===== config.mk =====
export PLATFORM = sky130hd
export DESIGN_NAME = sf_flags
export DESIGN_NICKNAME = d
export VERILOG_FILES = /design/src/rtl/sf_pkg.sv /design/src/rtl/sf_next.sv /design/src/rtl/sf_image.sv /design/src/rtl/sf_flags.sv
export SDC_FILE = /design/constraint.sdc
export NUM_CORES = 1
export LEC_CHECK = 0
export CAP_MARGIN = 5
export CORE_MARGIN = 8
export CORE_UTILIZATION = 34
export CTS_BUF_LIST = sky130_fd_sc_hd__clkbuf_8 sky130_fd_sc_hd__clkbuf_16
export DETAILED_ROUTE_END_ITERATION = 8
export DONT_BUFFER_PORTS = 1
export PLACE_DENSITY = 0.59
export SLEW_MARGIN = 0
export SYNTH_ARGS = -nofsm -noshare
export SYNTH_HDL_FRONTEND = slang
export SYNTH_SLANG_ARGS = --single-unit

===== constraint.sdc =====
create_clock -name clk -period 3.3 [get_ports clk]
set_input_delay 0.33 -clock clk [delete_from_list [all_inputs] [get_ports clk]]
set_output_delay 0.33 -clock clk [all_outputs]
set_load 0.01 [all_outputs]

===== src/rtl/sf_pkg.sv =====
package sf_pkg;
    localparam int DATA_W = 8;
    localparam int OP_W   = 16;

    localparam int OP_ADD  = 0;
    localparam int OP_SUB  = 1;
    localparam int OP_CMP  = 2;
    localparam int OP_SHF  = 3;
    localparam int OP_INC  = 4;
    localparam int OP_LD   = 5;
    localparam int OP_BIT  = 6;
    localparam int OP_SEC  = 7;
    localparam int OP_CLC  = 8;
    localparam int OP_SEI  = 9;
    localparam int OP_CLI  = 10;
    localparam int OP_SED  = 11;
    localparam int OP_CLD  = 12;
    localparam int OP_CLV  = 13;
    localparam int OP_PUSH = 14;
    localparam int OP_PULL = 15;

    typedef enum logic [1:0] {
        PK_INSTR = 2'd0,
        PK_BREAK = 2'd1,
        PK_IRQ   = 2'd2,
        PK_NMI   = 2'd3
    } push_kind_e;

    typedef struct packed {
        logic n;
        logic v;
        logic d;
        logic i;
        logic z;
        logic c;
    } flags_t;

    localparam flags_t FLAGS_RESET = '{n:1'b0, v:1'b0, d:1'b0, i:1'b1, z:1'b0, c:1'b0};

    function automatic logic src_is_instr(input push_kind_e k);
        return (k == PK_INSTR) || (k == PK_BREAK);
    endfunction

    function automatic logic [DATA_W-1:0] pack_image(input flags_t f, input push_kind_e k);
        return {f.n, f.v, 1'b1, src_is_instr(k), f.d, f.i, f.z, f.c};
    endfunction

    function automatic flags_t unpack_byte(input logic [DATA_W-1:0] b);
        flags_t f;
        f.n = b[7];
        f.v = b[6];
        f.d = b[3];
        f.i = b[2];
        f.z = b[1];
        f.c = b[0];
        return f;
    endfunction
endpackage


===== src/rtl/sf_next.sv =====
module sf_next
    import sf_pkg::*;
(
    input  flags_t              cur_i,
    input  logic [OP_W-1:0]     op_i,
    input  logic [DATA_W-1:0]   result_i,
    input  logic                alu_carry_i,
    input  logic                alu_ovf_i,
    input  logic                shift_out_i,
    input  push_kind_e          push_kind_i,
    output flags_t              nxt_o
);
    logic res_zero;
    logic val_op;

    assign res_zero = (result_i == '0);
    assign val_op   = op_i[OP_ADD] | op_i[OP_SUB] | op_i[OP_CMP] | op_i[OP_SHF]
                    | op_i[OP_INC] | op_i[OP_LD];

    always_comb begin
        nxt_o = cur_i;
        if (op_i[OP_PULL]) begin
            nxt_o = unpack_byte(result_i);
        end else begin
            if (val_op) begin
                nxt_o.n = result_i[DATA_W-1];
                nxt_o.z = res_zero;
            end
            if (op_i[OP_ADD] | op_i[OP_SUB]) begin
                nxt_o.c = alu_carry_i;
                nxt_o.v = alu_ovf_i;
            end
            if (op_i[OP_CMP]) nxt_o.c = alu_carry_i;
            if (op_i[OP_SHF]) nxt_o.c = shift_out_i;
            if (op_i[OP_BIT]) begin
                nxt_o.n = result_i[7];
                nxt_o.v = result_i[6];
            end
            if (op_i[OP_SEC]) nxt_o.c = 1'b1;
            if (op_i[OP_CLC]) nxt_o.c = 1'b0;
            if (op_i[OP_SEI]) nxt_o.i = 1'b1;
            if (op_i[OP_CLI]) nxt_o.i = 1'b0;
            if (op_i[OP_SED]) nxt_o.d = 1'b1;
            if (op_i[OP_CLD]) nxt_o.d = 1'b0;
            if (op_i[OP_CLV]) nxt_o.v = 1'b0;
            if (op_i[OP_PUSH] && (push_kind_i != PK_INSTR)) nxt_o.i = 1'b1;
        end
    end
endmodule


===== src/rtl/sf_image.sv =====
module sf_image
    import sf_pkg::*;
(
    input  flags_t              flags_i,
    input  push_kind_e          push_kind_i,
    input  logic                irq_n_i,
    output logic [DATA_W-1:0]   push_byte_o,
    output logic                irq_req_o
);
    assign push_byte_o = pack_image(flags_i, push_kind_i);
    assign irq_req_o   = ~irq_n_i & ~flags_i.i;
endmodule


===== src/rtl/sf_flags.sv =====
module sf_flags
    import sf_pkg::*;
(
    input  logic                clk,
    input  logic                rst,
    input  logic [OP_W-1:0]     op_i,
    input  logic [DATA_W-1:0]   result_i,
    input  logic                alu_carry_i,
    input  logic                alu_ovf_i,
    input  logic                shift_out_i,
    input  logic [1:0]          push_kind_i,
    input  logic                irq_n_i,
    output logic [5:0]          flags_o,
    output logic [DATA_W-1:0]   push_byte_o,
    output logic                irq_req_o
);
    localparam logic [OP_W-1:0] PULL_MASK = OP_W'(1) << OP_PULL;

    flags_t     flags_q;
    flags_t     flags_d;
    push_kind_e kind;

    assign kind = push_kind_e'(push_kind_i);

    sf_next u_next (
        .cur_i       (flags_q),
        .op_i        (op_i),
        .result_i    (result_i),
        .alu_carry_i (alu_carry_i),
        .alu_ovf_i   (alu_ovf_i),
        .shift_out_i (shift_out_i),
        .push_kind_i (kind),
        .nxt_o       (flags_d)
    );

    always_ff @(posedge clk) begin
        if (rst) flags_q <= FLAGS_RESET;
        else     flags_q <= flags_d;
    end

    sf_image u_image (
        .flags_i     (flags_q),
        .push_kind_i (kind),
        .irq_n_i     (irq_n_i),
        .push_byte_o (push_byte_o),
        .irq_req_o   (irq_req_o)
    );

    assign flags_o = flags_q;

    // Input assumption: one strobe at a time besides pull
    assert_strobes_onehot_R11: assert property (@(posedge clk) disable iff (rst)
        $onehot0(op_i & ~PULL_MASK));

    assert_reset_state_R1: assert property (@(posedge clk)
        rst |=> (flags_o == 6'b000100));

    assert_incdec_keeps_c_R4: assert property (@(posedge clk) disable iff (rst)
        (op_i[OP_INC] && !op_i[OP_PULL]) |=> $stable(flags_o[0]));

    assert_instr_push_stable_R8: assert property (@(posedge clk) disable iff (rst)
        (op_i == (OP_W'(1) << OP_PUSH) && push_kind_i == 2'd0) |=> $stable(flags_o));

    assert_intr_push_sets_i_R8: assert property (@(posedge clk) disable iff (rst)
        (op_i[OP_PUSH] && !op_i[OP_PULL] && push_kind_i != 2'd0) |=> flags_o[2]);

    assert_pull_load_R9: assert property (@(posedge clk) disable iff (rst)
        op_i[OP_PULL] |=> (flags_o == {$past(result_i[7:6]), $past(result_i[3:0])}));

    assert_irq_after_cli_R10: assert property (@(posedge clk) disable iff (rst)
        (op_i[OP_CLI] && !op_i[OP_PULL] && !irq_n_i) ##1 !irq_n_i |-> irq_req_o);

    assert_clv_clears_R6: assert property (@(posedge clk) disable iff (rst)
        (op_i[OP_CLV] && !op_i[OP_PULL]) |=> !flags_o[4]);
endmodule


Word level (Yosys, flattened, before mapping)
Cells that the tools add are included.
Word-level totals
  register bits: 6
  input port bits: 32
Cells by class
  eq/ne operators: 1
  bitwise gates (word level): 8
  muxes and demuxes: 16
  reductions and logical operators: 11
Operators by type and width (count)
  two-way mux 1 bit: 14
  zero test 8 bit: 1
  nonzero test 4 bit: 2
  two-way mux 6 bit: 1
  nonzero test 3 bit: 2
  nonzero test 6 bit: 1
  bitwise OR 1 bit: 5
  nonzero test 2 bit: 2
  == test 2 x 1 -> 1 bit, second input constant: 1
  zero test 2 bit: 1
  two-way mux 2 bit: 1
  NOT 1 bit: 2
  bitwise AND 1 bit: 1
  logical AND 1 bit: 1
  logical OR 1 bit: 1

Logic depth before layout (Yosys ltp)
Gate-level depths: netlist (run 1).
  depth after elaboration: 9
  mapped depth: 4

Modules after synthesis
Synthesis (run 1) repeated with hierarchy kept, for this count alone.
Second synthesis, totals
  cell total of the unflattened synthesis: 52
  area total of the unflattened synthesis: 456.7 um^2
Modules (own cells, without submodules)
  sf_next: area each 222.7 um^2, cells each 30, instances 1
  sf_flags: area each 170.2 um^2, cells each 12, instances 1
  sf_image: area each 63.8 um^2, cells each 10, instances 1

Worst setup path before layout (run 1)
Ideal clock, no wire load.
  kind: input port to flip-flop
  from: input op_i[3]
  to: register flags_q, in the netlist flags_o[1]
  path slack: 1.997 ns
  arrival: 1.167 ns
  buffers on the path: 0
  stages: 3
  setup time: 0.136 ns
  cell sequence: or4_4 -> o311ai_2 -> a221oi_2
Between the ends
  longest elaborated chain between the ends: 4
RTL lines
  start, declared: line sf_flags.sv:6  | input logic [OP_W-1:0] op_i,
  bitwise OR 1 bit: line sf_next.sv:17  | assign val_op = op_i[OP_ADD] | op_i[OP_SUB] | op_i[OP_CMP] | op_i[OP_SHF]
  bitwise OR 1 bit (2 in a row): line sf_next.sv:18  | | op_i[OP_INC] | op_i[OP_LD];
  nonzero test 2 bit (no source line)
  end signal, assigned: line sf_flags.sv:38  | else flags_q <= flags_d;
  end, declared: line sf_flags.sv:19  | flags_t flags_q;
Every way passes these cells.
A chain may end at the register's enable or synchronous reset.

Worst setup path in the final report (run 1)
  from: register flags_q, in the netlist flags_o[2]
  to: output irq_req_o
Between the ends
  longest elaborated chain between the ends: 2
RTL lines
  NOT 1 bit: line sf_image.sv:11  | assign irq_req_o = ~irq_n_i & ~flags_i.i;
  bitwise AND 1 bit: line sf_image.sv:11
  end, declared: line sf_flags.sv:15  | output logic irq_req_o
Every way passes these cells.

==> results.yml, run 1 <==
cells_and_area:
  num-fill-cells: 142
  seqCellArea_um2: 120.1
  syn2layout_area_growth_pct: 0.8452
  diodes: 0
  largest_reg_flops: 6
  fin_area_um2: 447.9
  drive_above_1_share: 0.2041
  nets: 83
  fin_util: 0.3576
  multi_input_area_um2: 256.5
global_route:
  grt_max_degree: 12
  grt-ovfl-total: 0
  grt_usage: 0.09101
  antenna_found_initial: 0
  grt_pass1_vias: 407
  grt_pass1_wl_um: 1814
timing:
  rsz0062_at_grt: "false"
  layout_setup_ws_ps: 2142
  hold_viol: 0
  fmax_mhz: 863.3
  finalSetupViolCount: 0
  finalSetupTns_ps: 0
  final_max_slew_viol_count: 0
  period_needed_ps: 1158
  skew_ps: 0
  period_share: 0.3510
drt:
  routed_wirelength_um: 1280
  vias: 379
  viasPerCell: 5.922
  final_antenna_net_count: 0
  drc: 0
  first_pass_iters: 4
  drt_iter0_drc: 6
  wl_per_cell_um: 20.00
synth:
  yosysMostFrequentCell: "buf_4"
  yosys.area_share.simple: 0.2873
  yosys_warnings: 0
  netlist_area_um2: 444.2
  synth_area_leaders: "dfxtp_1, buf_4, o21ai_0"
  seq_area_frac_synth: 0.2704
  synth_top_area_share: 0.2704
  ys_seq_elements: 6
  synth-compound-area-share: 0.2563
  ys.flop_type: "dfxtp_1"
  synthAdderAreaFrac: 0
  avgSynthCellArea_um2: 8.225
  syn-num-nets: 86
  synth.top_cells.by_count: "buf_4, dfxtp_1, nor2_1"
  synth_edf_count: 0
  synth_cells: 54
  synth_top_family_by_area: "simple AND/OR/NAND/NOR gates"
  async_flop_share: 0
  synth_area_leader_cell: "dfxtp_1"
  synthXorXnorAreaFrac: 0
  synthMuxAreaShare: 0.02535
  synth_cell_types: 29
clock_network:
  cts_root_buf: "clkbuf_8"
  clk_pin_slew_worst_paths_ps: 40
  cts_resized: 0
  cts_setup_buffers: 0
  cts_hold_buf: 0
  cts_made_buffers: 3
  clk_path_buf_depth: 2
  cts_tree: "done"
  htreeDepth: 1
  clock-sinks: 6
  clkLatencyLatePin_ps: 220
power_and_ir_drop:
  ir_drop_mv: 0.2411
  fin_total_pwr_mw: 0.2116
  leakagePower_nw: 0.1489
  power_density_nw_per_um2: 472.4
outcome:
  status: "completed"
floorplan:
  die_h_um: 52.15
  initial_core_util: 0.3546
  pin_count: 47
  dieArea_um2: 2719
  fp.coreArea_um2: 1252
  fp.dieW_um: 52.15
  rows: 13
placement:
  port_buffers: 0
  dpl_worst_slack_ps: 1950
  dpl_cell_area_um2: 406.6
  gp_congestion: 0.6332
  hpwlAfterDp_um: 1097
worst_setup_path:
  critical_path_class: "flip-flop to output port"
  critPathRequiredTime_ps: 2970
  arrival_ps: 830
  critPathLaunchType: "flip-flop"
  crit_family: "flip-flops"
  cp_cell_sequence: "nor2_1"
  cp_slowest_cell: "dfxtp_1"
  crit_path_end_kind: "output port"
  crit_fanout: 4
  path_buf_inv: 0
  slowest_delay_ps: 380
worst_hold_path:
  hp-class: "input port to flip-flop"
job:
  max_cap_viol_count: 0
==> worst reg2reg max path: cells and delay by family, from the launching register on <==
| family | cells | cell delay (ps) |
|---|---|---|
| and+or+nand+nor | 2 | 370 |
| AOI/OAI and AO/OA | 1 | 140 |
| DFF | 1 | 440 |
==> per-layer routing <==
layer	global-route usage	vias up	share of wire
met5	0	-	0
met4	0.03879	0	0
met2	0.1360	20	0.50
met3	0.07123	0	0.14
li1	-	182	-
met1	0.09253	177	0.36
==> cells by family (layout without fill, tap and decap cells) <==
group                  after synthesis  after routing
AOI/OAI and AO/OA                   15             15
and+or+nand+nor                     20             20
muxes                                1              1
other                                1              1
DFF                                  6              6
buffers and inverters               11              6
==> final timing paths <==
check / slack, ps / end / from / depth (start not counted)
min: 180 / flags_o[1] / rst / 1
min reg2reg: 570 / flags_o[5] / flags_o[5] / 2
max: 2140 / irq_req_o / flags_o[2] / 1
max reg2reg: 2280 / flags_o[3] / flags_o[3] / 3
==> where the power goes <==
group          total [mW]  leakage [nW]  switching (mW)  internal, mW
logic              0.0170        0.0775         0.00716       0.00980
clock network       0.108        0.0216          0.0301        0.0782
registers          0.0863        0.0498         0.00884        0.0774
total               0.212         0.149          0.0461         0.165
==> metrics by stage <==
stage | instances | hold slack [ps]
finish | 64 | 176.1
global placement | 61 | 398.3
global route | 64 | 162.8
detailed placement | 61 | 402.8
CTS | 64 | 170.4
floorplan | 54 | 396.2
==> area by class of cell <==
| class | count | share of cell area |
|---|---|---|
| multi-input cells | 37 | 0.5726 |
| well taps | 15 | 0.04190 |
| clock buffers | 3 | 0.09218 |
| inverters | 3 | 0.02514 |
| flip-flops and latches | 6 | 0.2682 |
==> layout by cell type (no fill, tap or decap), types with 2 or more instances in the layout <==
| cell type | Yosys | final |
|---|---|---|
| inv_1 | 3 | 3 |
| clkbuf_8 | 0 | 3 |
| a21oi_1 | 3 | 3 |
| nor4_1 | 3 | 3 |
| nor2_1 | 5 | 5 |
| nand2_1 | 2 | 2 |
| o21ai_0 | 4 | 4 |
| dfxtp_1 | 6 | 6 |
Power figures use the tool's default switching activity.
==> run 2: changes to the inputs <==
--- a/config.mk
+++ b/config.mk
@@ -11,7 +11,7 @@
 export CTS_BUF_LIST = sky130_fd_sc_hd__clkbuf_8 sky130_fd_sc_hd__clkbuf_16
 export DETAILED_ROUTE_END_ITERATION = 8
 export DONT_BUFFER_PORTS = 1
-export PLACE_DENSITY = 0.59
+export PLACE_DENSITY = 0.61
 export SLEW_MARGIN = 0
 export SYNTH_ARGS = -nofsm -noshare
 export SYNTH_HDL_FRONTEND = slang
==> constraint.sdc (replaced) <==
create_clock -name clk -period 0.96 [get_ports clk]
set_input_delay 0.096 -clock clk [delete_from_list [all_inputs] [get_ports clk]]
set_output_delay 0.096 -clock clk [all_outputs]
set_load 0.01 [all_outputs]
==> run 2 against run 1 <==
Combinational power increased to 7.0 times the previous value; total power rose to 3.7 times the previous value; worst setup slack got worse by 2100 ps; hold slack lost 170 ps; sequential cell count did not move; global-route usage grew 1.1 points; clock skew unchanged; largest power group unchanged; die area is the same; sequential share of layout area fell by 4.4 points.
==> results.yml, run 2 (synthesis gave the netlist of run 1 again) <==
outcome:
  status: "completed"
worst_setup_path:
  cp_slowest_cell: "dfxtp_1"
  crit_family: "flip-flops"
  critical_path_class: "flip-flop to output port"
  crit_path_end_kind: "output port"
  slowest_delay_ps: 300
  critPathLaunchType: "flip-flop"
  path_buf_inv: 1
  critPathRequiredTime_ps: 860
  arrival_ps: 810
  crit_fanout: 3
  cp_cell_sequence: "buf_4, nor2_4"
clock_network:
  clk_pin_slew_worst_paths_ps: 40
  clkLatencyLatePin_ps: 220
  cts_made_buffers: 3
  clock-sinks: 6
  htreeDepth: 1
  cts_tree: "done"
  cts_root_buf: "clkbuf_8"
  clk_path_buf_depth: 2
  cts_setup_buffers: 0
placement:
  port_buffers: 0
  dp.cells: 69
  gp_congestion: 0.6960
  hpwlAfterDp_um: 1097
timing:
  hold_viol: 0
  final_max_slew_viol_count: 0
  fmax_mhz: 1101
  finalSetupViolCount: 0
  period_needed_ps: 908.0
  rsz0062_at_grt: "false"
  period_share: 0.9458
  timing.hold.ws_ps: 9.029
  skew_ps: 0
global_route:
  grt_usage: 0.1017
  grt_pass1_wl_um: 1994
  grt_max_degree: 12
  grt_pass1_vias: 452
  antenna_found_initial: 0
  grt-ovfl-total: 0
power_and_ir_drop:
  power_density_nw_per_um2: 1451
  leakagePower_nw: 0.1986
  fin_total_pwr_mw: 0.7773
  ir_drop_mv: 0.4884
floorplan:
  rows: 13
  fp.dieW_um: 52.15
  initial_core_util: 0.3546
  pin_count: 47
  dieArea_um2: 2719
  die_h_um: 52.15
  fp.coreArea_um2: 1252
cells_and_area:
  fin_cells: 74
  syn2layout_area_growth_pct: 20.56
  largest_reg_flops: 6
  nets: 93
  final_common_cell: "buf_4"
  fin_util: 0.4276
  diodes: 0
  drive_above_1_share: 0.3220
  most-common-layout-cells: "buf_4, dfxtp_1, nor2_1, o21ai_0"
drt:
  drt_iter0_drc: 6
  drc: 0
  vias: 421
  first_pass_iters: 2
  routed_wirelength_um: 1348
  wl_per_cell_um: 18.22
  viasPerCell: 5.689
  final_antenna_net_count: 0
worst_hold_path:
  hp-class: "input port to flip-flop"
job:
  max_cap_viol_count: 0
-- run 2: cell count changes in the layout (fill, tap and decap cells not counted) --
cell,delta
nor2_4,+1
dlygate4sd3_1,+2
nor2_1,-1
buf_4,+8
-- run 2: final timing paths --
kind	startpoint	endpoint	slack [ps]	cells after the start
setup / recovery	flags_o[2]	irq_req_o	50	2
hold / removal	op_i[15]	flags_o[3]	9	2
setup reg to reg	flags_o[3]	flags_o[3]	90	3
hold reg to reg	flags_o[5]	flags_o[5]	470	2
-- run 2: stage by stage --
stage | instance area (µm²) | setup slack (ps) | setup TNS, ps
final | 535.5 | 52.04 | 0
after global routing | 535.5 | 4.696 | 0
after CTS | 530.5 | 15.33 | 0
after detailed placement | 466.7 | -153.9 | -259.2
after global placement | 466.7 | -122.6 | -213.4
after floorplan | 444.2 | -109.2 | -173.0
-- run 2: layer usage --
layer / share of wire / vias to the layer above / track usage
met1: 0.37 / 189 / 0.1000
met3: 0.15 / 4 / 0.06553
li1: - / 202 / -
met2: 0.47 / 26 / 0.1440
met5: 0 / - / 0
met4: 0.020 / 0 / 0.09052
-- run 2: final cells by class --
cell class              instances  area, µm²
flip-flops and latches          6      120.1
well taps                      15      18.77
multi-input cells              37      264.0
fillers                       131      716.9
repair buffers                 10      80.08
inverters                       3      11.26
clock buffers                   3      41.29
-- run 2: power breakdown --
| part | leakage, nW | internal, mW | switching, mW |
|---|---|---|---|
| logic | 0.127 | 0.0607 | 0.0580 |
| clock network | 0.0216 | 0.270 | 0.115 |
| registers | 0.0498 | 0.266 | 0.00775 |
-- run 2: what timing repair did --
item	in CTS	in global routing
resized for setup	1	1
hold endpoints to repair	6	0
pin swaps	0	0
hold buffers	2	0
setup endpoints to repair	1	1
-- run 2: worst reg2reg max path: cells and delay by family, from the launching register on --
kind	cells	cell delay, ps
and+or+nand+nor	2	340
DFF	1	320
AOI/OAI and AO/OA	1	140
